**config.mk**
```make
export PLATFORM = sky130hd
export DESIGN_NAME = sqch_pulse_chan
export DESIGN_NICKNAME = d
export VERILOG_FILES = /design/src/rtl/sqch_pkg.sv /design/src/rtl/sqch_regs.sv /design/src/rtl/sqch_timer.sv /design/src/rtl/sqch_seq.sv /design/src/rtl/sqch_pulse_chan.sv
export SDC_FILE = /design/constraint.sdc
export NUM_CORES = 1
export LEC_CHECK = 0
export BUFFER_PORTS_ARGS = -buffer_cell sky130_fd_sc_hd__buf_2
export CORE_MARGIN = 2
export CORE_UTILIZATION = 35
export CTS_CLUSTER_DIAMETER = 120
export CTS_CLUSTER_SIZE = 24
export DETAILED_ROUTE_END_ITERATION = 10
export GPL_TIMING_DRIVEN = 0
export SLEW_MARGIN = 20
export SYNTH_ARGS = -nofsm -noshare
export SYNTH_HDL_FRONTEND = slang
export SYNTH_SLANG_ARGS = --single-unit
```
**constraint.sdc**
```tcl
create_clock -name clk -period 1.98 [get_ports clk]
set_input_delay 0.198 -clock clk [delete_from_list [all_inputs] [get_ports clk]]
set_output_delay 0.198 -clock clk [all_outputs]
set_load 0.1 [all_outputs]
```
**src/rtl/sqch_pkg.sv**
```systemverilog
package sqch_pkg;
  localparam int SEQ_STEPS = 8;
  localparam int STEP_W    = $clog2(SEQ_STEPS);

  typedef logic [STEP_W-1:0] step_t;

  typedef enum logic [1:0] {
    ADDR_CTL  = 2'd0,
    ADDR_NONE = 2'd1,
    ADDR_LO   = 2'd2,
    ADDR_HI   = 2'd3
  } reg_addr_e;

  // High-step mask for each duty selection, indexed by step
  function automatic logic [SEQ_STEPS-1:0] duty_mask(input logic [1:0] duty);
    case (duty)
      2'd0:    duty_mask = 8'b0000_0010;
      2'd1:    duty_mask = 8'b0000_0110;
      2'd2:    duty_mask = 8'b0001_1110;
      default: duty_mask = 8'b1111_1001;
    endcase
  endfunction

  function automatic logic wave_bit(input logic [1:0] duty, input step_t step);
    logic [SEQ_STEPS-1:0] m;
    m = duty_mask(duty);
    wave_bit = m[step];
  endfunction

  function automatic step_t next_step(input step_t s);
    next_step = s + step_t'(1);
  endfunction
endpackage

```
**src/rtl/sqch_regs.sv**
```systemverilog
module sqch_regs #(
  parameter int PER_W = 11,
  parameter int VOL_W = 4
) (
  input  logic             clk,
  input  logic             rst_n,
  input  logic             wr_en,
  input  logic [1:0]       wr_addr,
  input  logic [7:0]       wr_data,
  output logic [1:0]       duty,
  output logic [VOL_W-1:0] volume,
  output logic [PER_W-1:0] period,
  output logic             restart_evt
);
  import sqch_pkg::*;
  localparam int HI_W = PER_W - 8;

  logic wr_ctl, wr_lo, wr_hi;
  assign wr_ctl      = wr_en && (wr_addr == ADDR_CTL);
  assign wr_lo       = wr_en && (wr_addr == ADDR_LO);
  assign wr_hi       = wr_en && (wr_addr == ADDR_HI);
  assign restart_evt = wr_hi;

  always_ff @(posedge clk) begin
    if (!rst_n) begin
      duty   <= '0;
      volume <= '0;
      period <= '0;
    end else begin
      if (wr_ctl) begin
        duty   <= wr_data[7:6];
        volume <= wr_data[VOL_W-1:0];
      end
      if (wr_lo) period[7:0] <= wr_data;
      if (wr_hi) period[PER_W-1:8] <= wr_data[HI_W-1:0];
    end
  end

  p_low_write_r3: assert property (@(posedge clk) disable iff (!rst_n)
    wr_lo |=> period[7:0] == $past(wr_data));
  p_ctl_write_r2: assert property (@(posedge clk) disable iff (!rst_n)
    wr_ctl |=> (duty == $past(wr_data[7:6])) && (volume == $past(wr_data[VOL_W-1:0])));
  p_unused_addr_r8: assert property (@(posedge clk) disable iff (!rst_n)
    (wr_en && wr_addr == ADDR_NONE) |=> $stable(period) && $stable(duty) && $stable(volume));
endmodule

```
**src/rtl/sqch_timer.sv**
```systemverilog
module sqch_timer #(
  parameter int PER_W = 11
) (
  input  logic             clk,
  input  logic             rst_n,
  input  logic             tick,
  input  logic [PER_W-1:0] period,
  output logic             step_adv
);
  logic [PER_W-1:0] cnt;
  logic             at_zero;

  assign at_zero  = (cnt == '0);
  assign step_adv = tick && at_zero;

  always_ff @(posedge clk) begin
    if (!rst_n)    cnt <= '0;
    else if (tick) cnt <= at_zero ? period : cnt - 1'b1;
  end

  p_reload_r5: assert property (@(posedge clk) disable iff (!rst_n)
    (tick && cnt == '0) |=> cnt == $past(period));
  p_count_down_r5: assert property (@(posedge clk) disable iff (!rst_n)
    (tick && cnt != '0) |=> cnt == $past(cnt) - 1'b1);
  p_hold_r10: assert property (@(posedge clk) disable iff (!rst_n)
    !tick |=> $stable(cnt));
endmodule

```
**src/rtl/sqch_seq.sv**
```systemverilog
module sqch_seq (
  input  logic             clk,
  input  logic             rst_n,
  input  logic             step_adv,
  input  logic             restart,
  output sqch_pkg::step_t  step
);
  import sqch_pkg::*;

  always_ff @(posedge clk) begin
    if (!rst_n)        step <= '0;
    else if (restart)  step <= '0;
    else if (step_adv) step <= next_step(step);
  end

  p_restart_r4: assert property (@(posedge clk) disable iff (!rst_n)
    restart |=> step == '0);
  p_priority_r9: assert property (@(posedge clk) disable iff (!rst_n)
    (restart && step_adv) |=> step == '0);
  p_advance_r5: assert property (@(posedge clk) disable iff (!rst_n)
    (step_adv && !restart) |=> step == step_t'($past(step) + 3'd1));
  p_idle_r10: assert property (@(posedge clk) disable iff (!rst_n)
    (!step_adv && !restart) |=> $stable(step));
endmodule

```
**src/rtl/sqch_pulse_chan.sv**
```systemverilog
module sqch_pulse_chan #(
  parameter int PER_W    = 11,
  parameter int VOL_W    = 4,
  parameter int MUTE_MIN = 8
) (
  input  logic             clk,
  input  logic             rst_n,
  input  logic             tick,
  input  logic             wr_en,
  input  logic [1:0]       wr_addr,
  input  logic [7:0]       wr_data,
  output logic [VOL_W-1:0] sample
);
  import sqch_pkg::*;

  logic [1:0]       duty;
  logic [VOL_W-1:0] volume;
  logic [PER_W-1:0] period;
  logic             restart_evt;
  logic             step_adv;
  step_t            step;
  logic             wave_hi;
  logic             audible;

  sqch_regs #(.PER_W(PER_W), .VOL_W(VOL_W)) u_regs (
    .clk(clk), .rst_n(rst_n), .wr_en(wr_en), .wr_addr(wr_addr),
    .wr_data(wr_data), .duty(duty), .volume(volume), .period(period),
    .restart_evt(restart_evt)
  );

  sqch_timer #(.PER_W(PER_W)) u_timer (
    .clk(clk), .rst_n(rst_n), .tick(tick), .period(period),
    .step_adv(step_adv)
  );

  sqch_seq u_seq (
    .clk(clk), .rst_n(rst_n), .step_adv(step_adv),
    .restart(restart_evt), .step(step)
  );

  assign wave_hi = wave_bit(duty, step);
  assign audible = (period >= PER_W'(MUTE_MIN));
  assign sample  = (wave_hi && audible) ? volume : '0;

  p_mute_r7: assert property (@(posedge clk) disable iff (!rst_n)
    (period < PER_W'(MUTE_MIN)) |-> sample == '0);
  p_level_r7: assert property (@(posedge clk) disable iff (!rst_n)
    (sample == '0) || (sample == volume));
endmodule

```
-- Yosys cells after proc, flatten, opt, wreduce, memory -nomap -nowiden
Index checks and enable logic that the tools add are counted.
- bits in registers: 31
- bits of input ports: 14
- output and inout bits: 4
- add/sub/neg operators: 2
- order comparisons: 2
- eq/ne operators: 4
- muxes and demuxes: 5
- bitwise operators: 1
- reduce and logical (&&, ||, !) cells: 9
- operators by type and width (kind ; count):
    one-hot mux 8 bit (3 select lines) ; 1
    >= comparator 11 x 4 -> 1 bit, second input constant ; 1
    logical NOT 11 bit ; 1
    2-to-1 mux 11 bit ; 1
    subtractor 11 x 1 -> 11 bit, second input constant ; 1
    == test 2 bit, second input constant ; 3
    logical AND 1 bit ; 5
    logical NOT 2 bit ; 2
    < comparator 3 x 4 -> 1 bit, second input constant ; 1
    2-to-1 mux 4 bit ; 1
    adder 3 x 1 -> 3 bit, second input constant ; 1
    binary-select mux 1 bit (select 3 bit) ; 1
    == test 2 x 1 -> 1 bit, second input constant ; 1
    OR reduction 2 bit ; 1
    2-to-1 mux 1 bit ; 1
    inverter 1 bit ; 1

-- Longest topological paths before layout
Gate-level depths: netlist (run 1).
- word-level depth: 6
- depth in mapped cells: 6
- gate-level depth less buffers: 6

-- Hierarchy
A second synthesis (run 1) with hierarchy kept.
- cell total of the unflattened synthesis: 183
- area total of the unflattened synthesis: 1697.9 um^2
- modules (own cells, without submodules) (module ; instances ; cells each ; area an instance (um^2) ; sequential area each (um^2)):
    sqch_timer ; 1 ; 86 ; 765.7 ; 220.2
    sqch_regs ; 1 ; 68 ; 661.9 ; 340.3
    sqch_pulse_chan ; 1 ; 17 ; 142.6 ; 0.0
    sqch_seq ; 1 ; 12 ; 127.6 ; 60.1

-- Least setup slack after synthesis (run 1)
No wires, ideal clock.
- kind: register to output
- from: reg u_regs.duty[0]
- to: out sample[0]
- arrival time: 2.302 ns
- setup slack: -0.520 ns
- stages on the path, launching flop included: 6
- cells stage by stage: dfxtp_1 > ha_1 > nor2b_1 > o31ai_1 > a22oi_1 > nor2_1
- cells in the longest elaborated chain, start to end: 6
- RTL lines (item ; RTL line ; RTL):
    start: declaration ; sqch_regs.sv:10 ; output logic [1:0] duty,
    start signal: assignment ; sqch_regs.sv:31 ; duty <= wr_data[7:6];
    == test 2 bit (tied with other cells) ; sqch_pkg.sv:16 ; case (duty)
    one-hot mux 8 bit (3 select lines) * ; sqch_pkg.sv:16 ;
    binary-select mux 1 bit (select 3 bit) * ; sqch_pkg.sv:27 ; wave_bit = m[step];
    2-to-1 mux 1 bit (not written as such) * ; sqch_pkg.sv:27 ;
    logical AND 1 bit * ; sqch_pulse_chan.sv:43 ; assign sample = (wave_hi && audible) ? volume : '0;
    2-to-1 mux 4 bit * ; sqch_pulse_chan.sv:43 ;
    end: declaration ; sqch_pulse_chan.sv:12 ; output logic [VOL_W-1:0] sample
Mark *: on every way between the ends. The rest lies on a longest branch, timed or not. The select of a mux whose other input is x is not followed.

-- Worst setup path after layout (run 1)
- from: reg u_timer.cnt[0]
- to: reg u_timer.cnt[7]
- cells in the longest elaborated chain, start to end: 2
- RTL lines (item ; RTL line ; RTL):
    start: declaration ; sqch_timer.sv:10 ; logic [PER_W-1:0] cnt;
    start signal: assignment ; sqch_timer.sv:18 ; else if (tick) cnt <= at_zero ? period : cnt - 1'b1;
    subtractor 11 x 1 -> 11 bit or logical NOT 11 bit (tied branches) ; sqch_timer.sv:18, sqch_timer.sv:13 ;
    2-to-1 mux 11 bit * ; sqch_timer.sv:18 ;
Mark *: on every way between the ends. The rest lies on a longest branch, timed or not.
A chain may end at the register's enable or synchronous reset.

==> impl_metrics.yaml, run 1 <==
run_status:
  status: "finished, violations left"
  violations: "negative setup slack"
timing:
  finalHoldViolations: 0
  tns_ps: -18.01
  min_period_ps: 1998
  worstMarginPinSlew_ps: 617.0
  skew_ps: 8.561
  worst_slack_ps: -18.01
  fin_crit_sh_pct: 100.9
  final-setup-viol-count: 1
  fmax_mhz: 500.5
  drv_slew: 0
  grt_setup_unrepaired: "true"
  slew_headroom_pct: 58.68
yosys:
  netlist.area_leader.share_pct: 38.96
  synth-edff-count: 0
  yosysWarningCount: 0
  yosysUniqueCellTypes: 45
  synth-seq-cells: 31
  syn_nets: 201
  yosys-top-cells-area: "dfxtp_1, mux2i_1, nor2_1"
  synth_area_mm2: 0.001593
  async_reset_ff_share_pct: 0
  synthCells: 182
  avgSynthCellArea_um2: 8.752
  synth_ff_type: "dfxtp_1"
  synth.largest_area_cell: "dfxtp_1"
  yosysSeqAreaShare_pct: 38.96
pwr:
  power_leakage_nw: 0.8706
  ir_worst_vdd_uv: 629.5
  powerDensity_mw_per_mm2: 1338
clock_network:
  cts_buffer_depth: 2
  cts_num_sinks: 31
  cts_max_level: 2
  clkLatencyLatePin_ps: 280
  hold_buffers: 0
  clockRootBuffer: "clkbuf_8"
  clk_pin_slew_ps: 70
  numCtsBuffers: 5
  cts_tree: "done"
worst_hold_path:
  hp-start: "wr_data[5]"
  hold_path_depth: 3
  worstHoldEndpoint: "u_regs.period[5]"
  worst_hold_path_type: "in -> reg"
route:
  final_antenna_net_count: 0
  drc: 0
  maxUsedRoutingLayer: "met4"
  wl_met1_mm: 1.769
  routed_wl_mm: 3.722
  drt_pre_antenna_iters: 4
  drt-initial-drc-count: 43
  wl_met3_um: 152
  detail_route.vias_per_cell: 5.401
  wl_per_cell_um: 13.94
  met2_length_mm: 1.760
  vias: 1442
setup_path:
  critical_path.max_fanout: 4
  crit_arrival_ps: 2170
  cp-start-kind: "flop"
  rr_worst_depth: 6
  rrSetupSlack_ps: -20
  end_kind: "flop"
  path_class: "reg -> reg"
  worstPathRequired_ps: 2150
  timing.rr.start: "u_timer.cnt[0]"
  r2r_end: "u_timer.cnt[7]"
place:
  place.gp.congestion: 0.7953
  port_buffers: 16
  hpwlAfterDp_mm: 2.628
final_layout:
  fillers: 429
  fin_nets: 233
  multi_input_area_mm2: 0.001057
  drive_gt1_share_pct: 30.70
  finalCoreUtilization_pct: 48.20
  area_growth_pct: 32.68
  n_antenna_cell: 0
  final-seq-area_um2: 630.6
  final_common_cell: "dfxtp_1"
  final_cell_mix: "dfxtp_1, nor2_1, mux2i_1, nand2_1, buf_2"
floorplan:
  die-height_um: 71.46
  rows: 24
  dieArea_mm2: 0.005107
  coreArea_mm2: 0.004384
  fp.dieW_um: 71.46
  start_util_pct: 36.33
  ios: 18
grt:
  grt_pass1_wl_mm: 6.189
  grt_max_degree: 11
  overflow: 0
  antenna_found_initial: 0
  grt_pass1_vias: 1309
  groute.usage.overall_pct: 15.52
run:
  cap_violations: 0
==> how the worst max path moves through the flow <==
stage,startpoint,end,slack [ps],cells past startpoint
floorplan,u_regs.duty[0],sample[0],-120,5
global placement,u_timer.cnt[0],u_timer.cnt[2],-110,6
detailed placement,u_timer.cnt[0],u_timer.cnt[2],-150,6
CTS,u_timer.cnt[1],u_timer.cnt[7],4,6
global route,u_timer.cnt[0],u_timer.cnt[7],-70,6
finish,u_timer.cnt[0],u_timer.cnt[7],-20,6
==> synthesized netlist by cell type (2+ instances only) <==
master,instances
dfxtp_1,31
nor2_1,30
mux2i_1,17
nand2_1,13
nand3_1,9
a21oi_1,6
a31oi_1,5
ha_1,5
inv_1,5
nand3b_1,4
nor3_1,4
o21ai_0,4
clkbuf_1,3
mux2_2,3
nand2b_1,3
nor3b_1,3
nor4_1,3
a22oi_1,2
buf_1,2
nor2b_1,2
o2111ai_1,2
or2_2,2
or4_1,2
==> worst max-delay path, cell delays in order, from the launching register on <==
cell	delay (ps)
dfxtp_2	320
inv_2	70
ha_4	150
or4b_4	490
or3_4	350
mux2_4	300
a32o_1	200
==> routing by layer <==
metal / global-route usage (%) / vias to the layer above
li1: - / 732
met1: 21.10 / 678
met2: 24.28 / 28
met3: 3.376 / 4
met4: 5.660 / 0
met5: 0 / -
==> logic make-up (layout without fill, tap and decap cells) <==
logic type               Yosys count  in the layout  synth area share, %
AND/OR/NAND/NOR                   84             84                27.89
multiplexers                      21             21                13.51
adder cells (fa/ha/maj)            5              5                3.928
buffers and inverters             11             44                2.671
AO/OA/AOI/OAI                     28             28                11.94
flip-flops                        31             31                38.96
XOR/XNOR                           2              2                1.100
==> sequential cells by signal, summed over array words and instances, names as in the netlist <==
| name | cells |
|---|---|
| u_regs.period | 11 |
| u_timer.cnt | 11 |
| u_regs.volume | 4 |
| u_seq.step | 3 |
| u_regs.duty | 2 |
==> stage by stage <==
| stage | hold slack [ps] | instances | instance area [um^2] | power [mW] | setup WS, ps |
|---|---|---|---|---|---|
| floorplan | 336.6 | 182 | 1615 | 1.734 | -115.4 |
| global placement | 430.0 | 250 | 1760 | 1.967 | -107.5 |
| detailed placement | 436.2 | 250 | 1760 | 1.971 | -145.4 |
| CTS | 133.0 | 264 | 2018 | 2.724 | 4.105 |
| global route | 159.1 | 267 | 2113 | 3.023 | -66.13 |
| finish | 141.4 | 267 | 2113 | 2.828 | -18.01 |
==> what timing repair did <==
item                       CTS  global route
pin swaps                    4             6
setup endpoints to repair    6             8
cloned                       0             0
resized for setup           29            15
buffers inserted             6             3
==> power breakdown <==
| part | leakage (nW) | internal, mW | total, mW | switching [mW] |
|---|---|---|---|---|
| logic | 0.565 | 0.679 | 1.38 | 0.705 |
| registers | 0.255 | 0.737 | 0.895 | 0.158 |
| clock network | 0.0505 | 0.316 | 0.549 | 0.233 |
| total | 0.871 | 1.73 | 2.83 | 1.10 |
==> area by class of cell <==
class | instances | share of cell area [%]
inverter | 5 | 1.007
buffer | 6 | 1.125
multi-input combinational | 140 | 50.03
timing repair buffer | 25 | 10.01
tap | 52 | 3.079
clock inverter | 1 | 0.3552
sequential | 31 | 29.84
clock buffer | 7 | 4.559
No activity file was read; power rests on OpenSTA's default activity.
==> inputs of run 2 (changes only) <==
--- a/config.mk
+++ b/config.mk
@@ -8,9 +8,11 @@
 export BUFFER_PORTS_ARGS = -buffer_cell sky130_fd_sc_hd__buf_2
 export CORE_MARGIN = 2
 export CORE_UTILIZATION = 35
+export CTS_BUF_LIST = sky130_fd_sc_hd__clkbuf_2
 export CTS_CLUSTER_DIAMETER = 120
 export CTS_CLUSTER_SIZE = 24
 export DETAILED_ROUTE_END_ITERATION = 10
+export GPL_ROUTABILITY_DRIVEN = 1
 export GPL_TIMING_DRIVEN = 0
 export SLEW_MARGIN = 20
 export SYNTH_ARGS = -nofsm -noshare
==> run 2 against run 1 <==
Effect of this change: the flow still finishes with violations (negative setup slack); critical path type is now reg -> out; sequential power shrank 0.4%; count of clock-buffer cells in the layout shrank 2; worst hold slack lost 83 ps; power shrank 6.8%; global-route usage grew 0.15 points; non-clock buffer count grew 3; critical path depth grew 2; setup slack lost 62 ps; largest cell class unchanged.
==> impl_metrics.yaml, run 2 (same netlist as run 1, synthesis figures left out) <==
run_status:
  status: "finished, violations left"
  violations: "negative setup slack"
place:
  placed_cells: 250
  place_ws_ps: -145.4
  post_dp_cell_area_mm2: 0.001760
  place.gp.congestion: 0.7953
  port_buffers: 16
  hpwlAfterDp_mm: 2.628
timing:
  finalHoldViolations: 0
  fmax_mhz: 485.4
  worst_slack_ps: -80.36
  slew_headroom_pct: 59.20
  worstMarginPinSlew_ps: 609.3
  drv_slew: 0
  min_period_ps: 2060
  final-setup-viol-count: 5
  whs_ps: 58.80
  fin_crit_sh_pct: 104.1
  skew_ps: 19.70
  grt_setup_unrepaired: "true"
floorplan:
  coreArea_mm2: 0.004384
  ios: 18
  rows: 24
  start_util_pct: 36.33
  die-height_um: 71.46
  dieArea_mm2: 0.005107
  fp.dieW_um: 71.46
setup_path:
  slowest_delay_ps: 400
  cp_cell_sequence: "inv_4 > ha_4 > nor2_2 > a211o_1 > a22oi_2 > buf_6 > nor2_4 > buf_12"
  worstPathRequired_ps: 1780
  path_buf_inv: 3
  cp_slowest_cell: "dfxtp_4"
  path_class: "reg -> out"
  end_kind: "primary output"
  critical_path.max_fanout: 4
  cp-start-kind: "flop"
  path_delay_family: "compound AO/OA/AOI/OAI gates"
  crit_arrival_ps: 1860
route:
  final_antenna_net_count: 0
  drc: 0
  drt-initial-drc-count: 69
  drt_pre_antenna_iters: 4
  routed_wl_mm: 3.770
  vias: 1451
  detail_route.vias_per_cell: 5.374
  wl_per_cell_um: 13.96
grt:
  grt_max_degree: 11
  groute.usage.overall_pct: 15.67
  grt_pass1_vias: 1330
  grt_pass1_wl_mm: 6.244
  overflow: 0
  antenna_found_initial: 0
final_layout:
  area_growth_pct: 30.09
  finalCoreUtilization_pct: 47.26
  fillers: 444
  post_layout_nonfiller_instances: 270
  final_common_cell: "dfxtp_1"
  fin_nets: 236
  drive_gt1_share_pct: 30.73
  reg_top3: "u_regs.period x11, u_timer.cnt x11, u_regs.volume x4"
  n_antenna_cell: 0
  final_area_mm2: 0.002072
  final_cell_mix: "dfxtp_1, nor2_1, mux2i_1, nand2_1, buf_2"
pwr:
  power_leakage_nw: 0.8625
  ir_worst_vdd_uv: 663.8
  powerDensity_mw_per_mm2: 1271
run:
  cap_violations: 0
clock_network:
  numCtsBuffers: 5
  cts_buffer_depth: 2
  cts_num_sinks: 31
  clk_pin_slew_ps: 170
  clockRootBuffer: "clkbuf_2"
  cts_max_level: 2
  cts_tree: "done"
  clkLatencyLatePin_ps: 350
  hold_buffers: 0
worst_hold_path:
  worst_hold_path_type: "in -> reg"
[run 2: cell count changes in the layout (fill, tap and decap cells not counted), sizes merged]
| cell | before | now |
|---|---|---|
| clkbuf | 10 | 8 |
| buf | 28 | 31 |
| clkinv | 0 | 2 |
[run 2: area by class of cell]
class | instances | area (um^2) | area share [%]
multi-input cells | 140 | 1057 | 51.03
clock buffers | 5 | 25.02 | 1.208
inverters | 5 | 21.27 | 1.027
flip-flops and latches | 31 | 630.6 | 30.43
well taps | 52 | 65.06 | 3.140
plain buffers | 6 | 23.77 | 1.147
repair buffers | 28 | 234.0 | 11.29
clock inverters | 3 | 15.01 | 0.7246
[run 2: path summary, 6_finish.rpt]
kind               startpoint               end  slack (ps)  cells past startpoint
max            u_regs.duty[0]         sample[0]         -80                      8
min                wr_data[5]  u_regs.period[5]          60                      3
max reg2reg    u_timer.cnt[1]    u_timer.cnt[7]         -40                      6
min reg2reg  u_regs.period[0]    u_timer.cnt[0]         510                      2
[run 2: what timing repair did]
item	CTS	global route
setup endpoints to repair	7	9
resized for setup	31	13
setup buffers	7	5
pin swaps	9	5
[run 2: per-stage QoR]
step                      power (mW)  TNS [ps]
after detailed placement       1.971    -394.6
after CTS                      2.476    -261.4
after global placement         1.967    -296.4
after global routing           2.828    -799.0
final                          2.634    -340.3
after floorplan                1.734    -461.7
[run 2: where the power goes]
group	internal (mW)	switching (mW)
sequential	0.736	0.155
clock	0.0789	0.210
combinational	0.725	0.729
total	1.54	1.09
[run 2: tightest hold or removal path, stage by stage]
cell and delay [ps]:
buf_2 70, mux2i_1 50, nor2_1 70
[run 2: layer usage]
metal  global-route usage [%]  vias to the layer above  share of wire, %
met4                    5.660                        0              0.72
met1                    21.02                      696                48
met3                    3.376                        2               2.7
met2                    24.90                       17                49
li1                         -                      736                 -
met5                        0                        -                 0
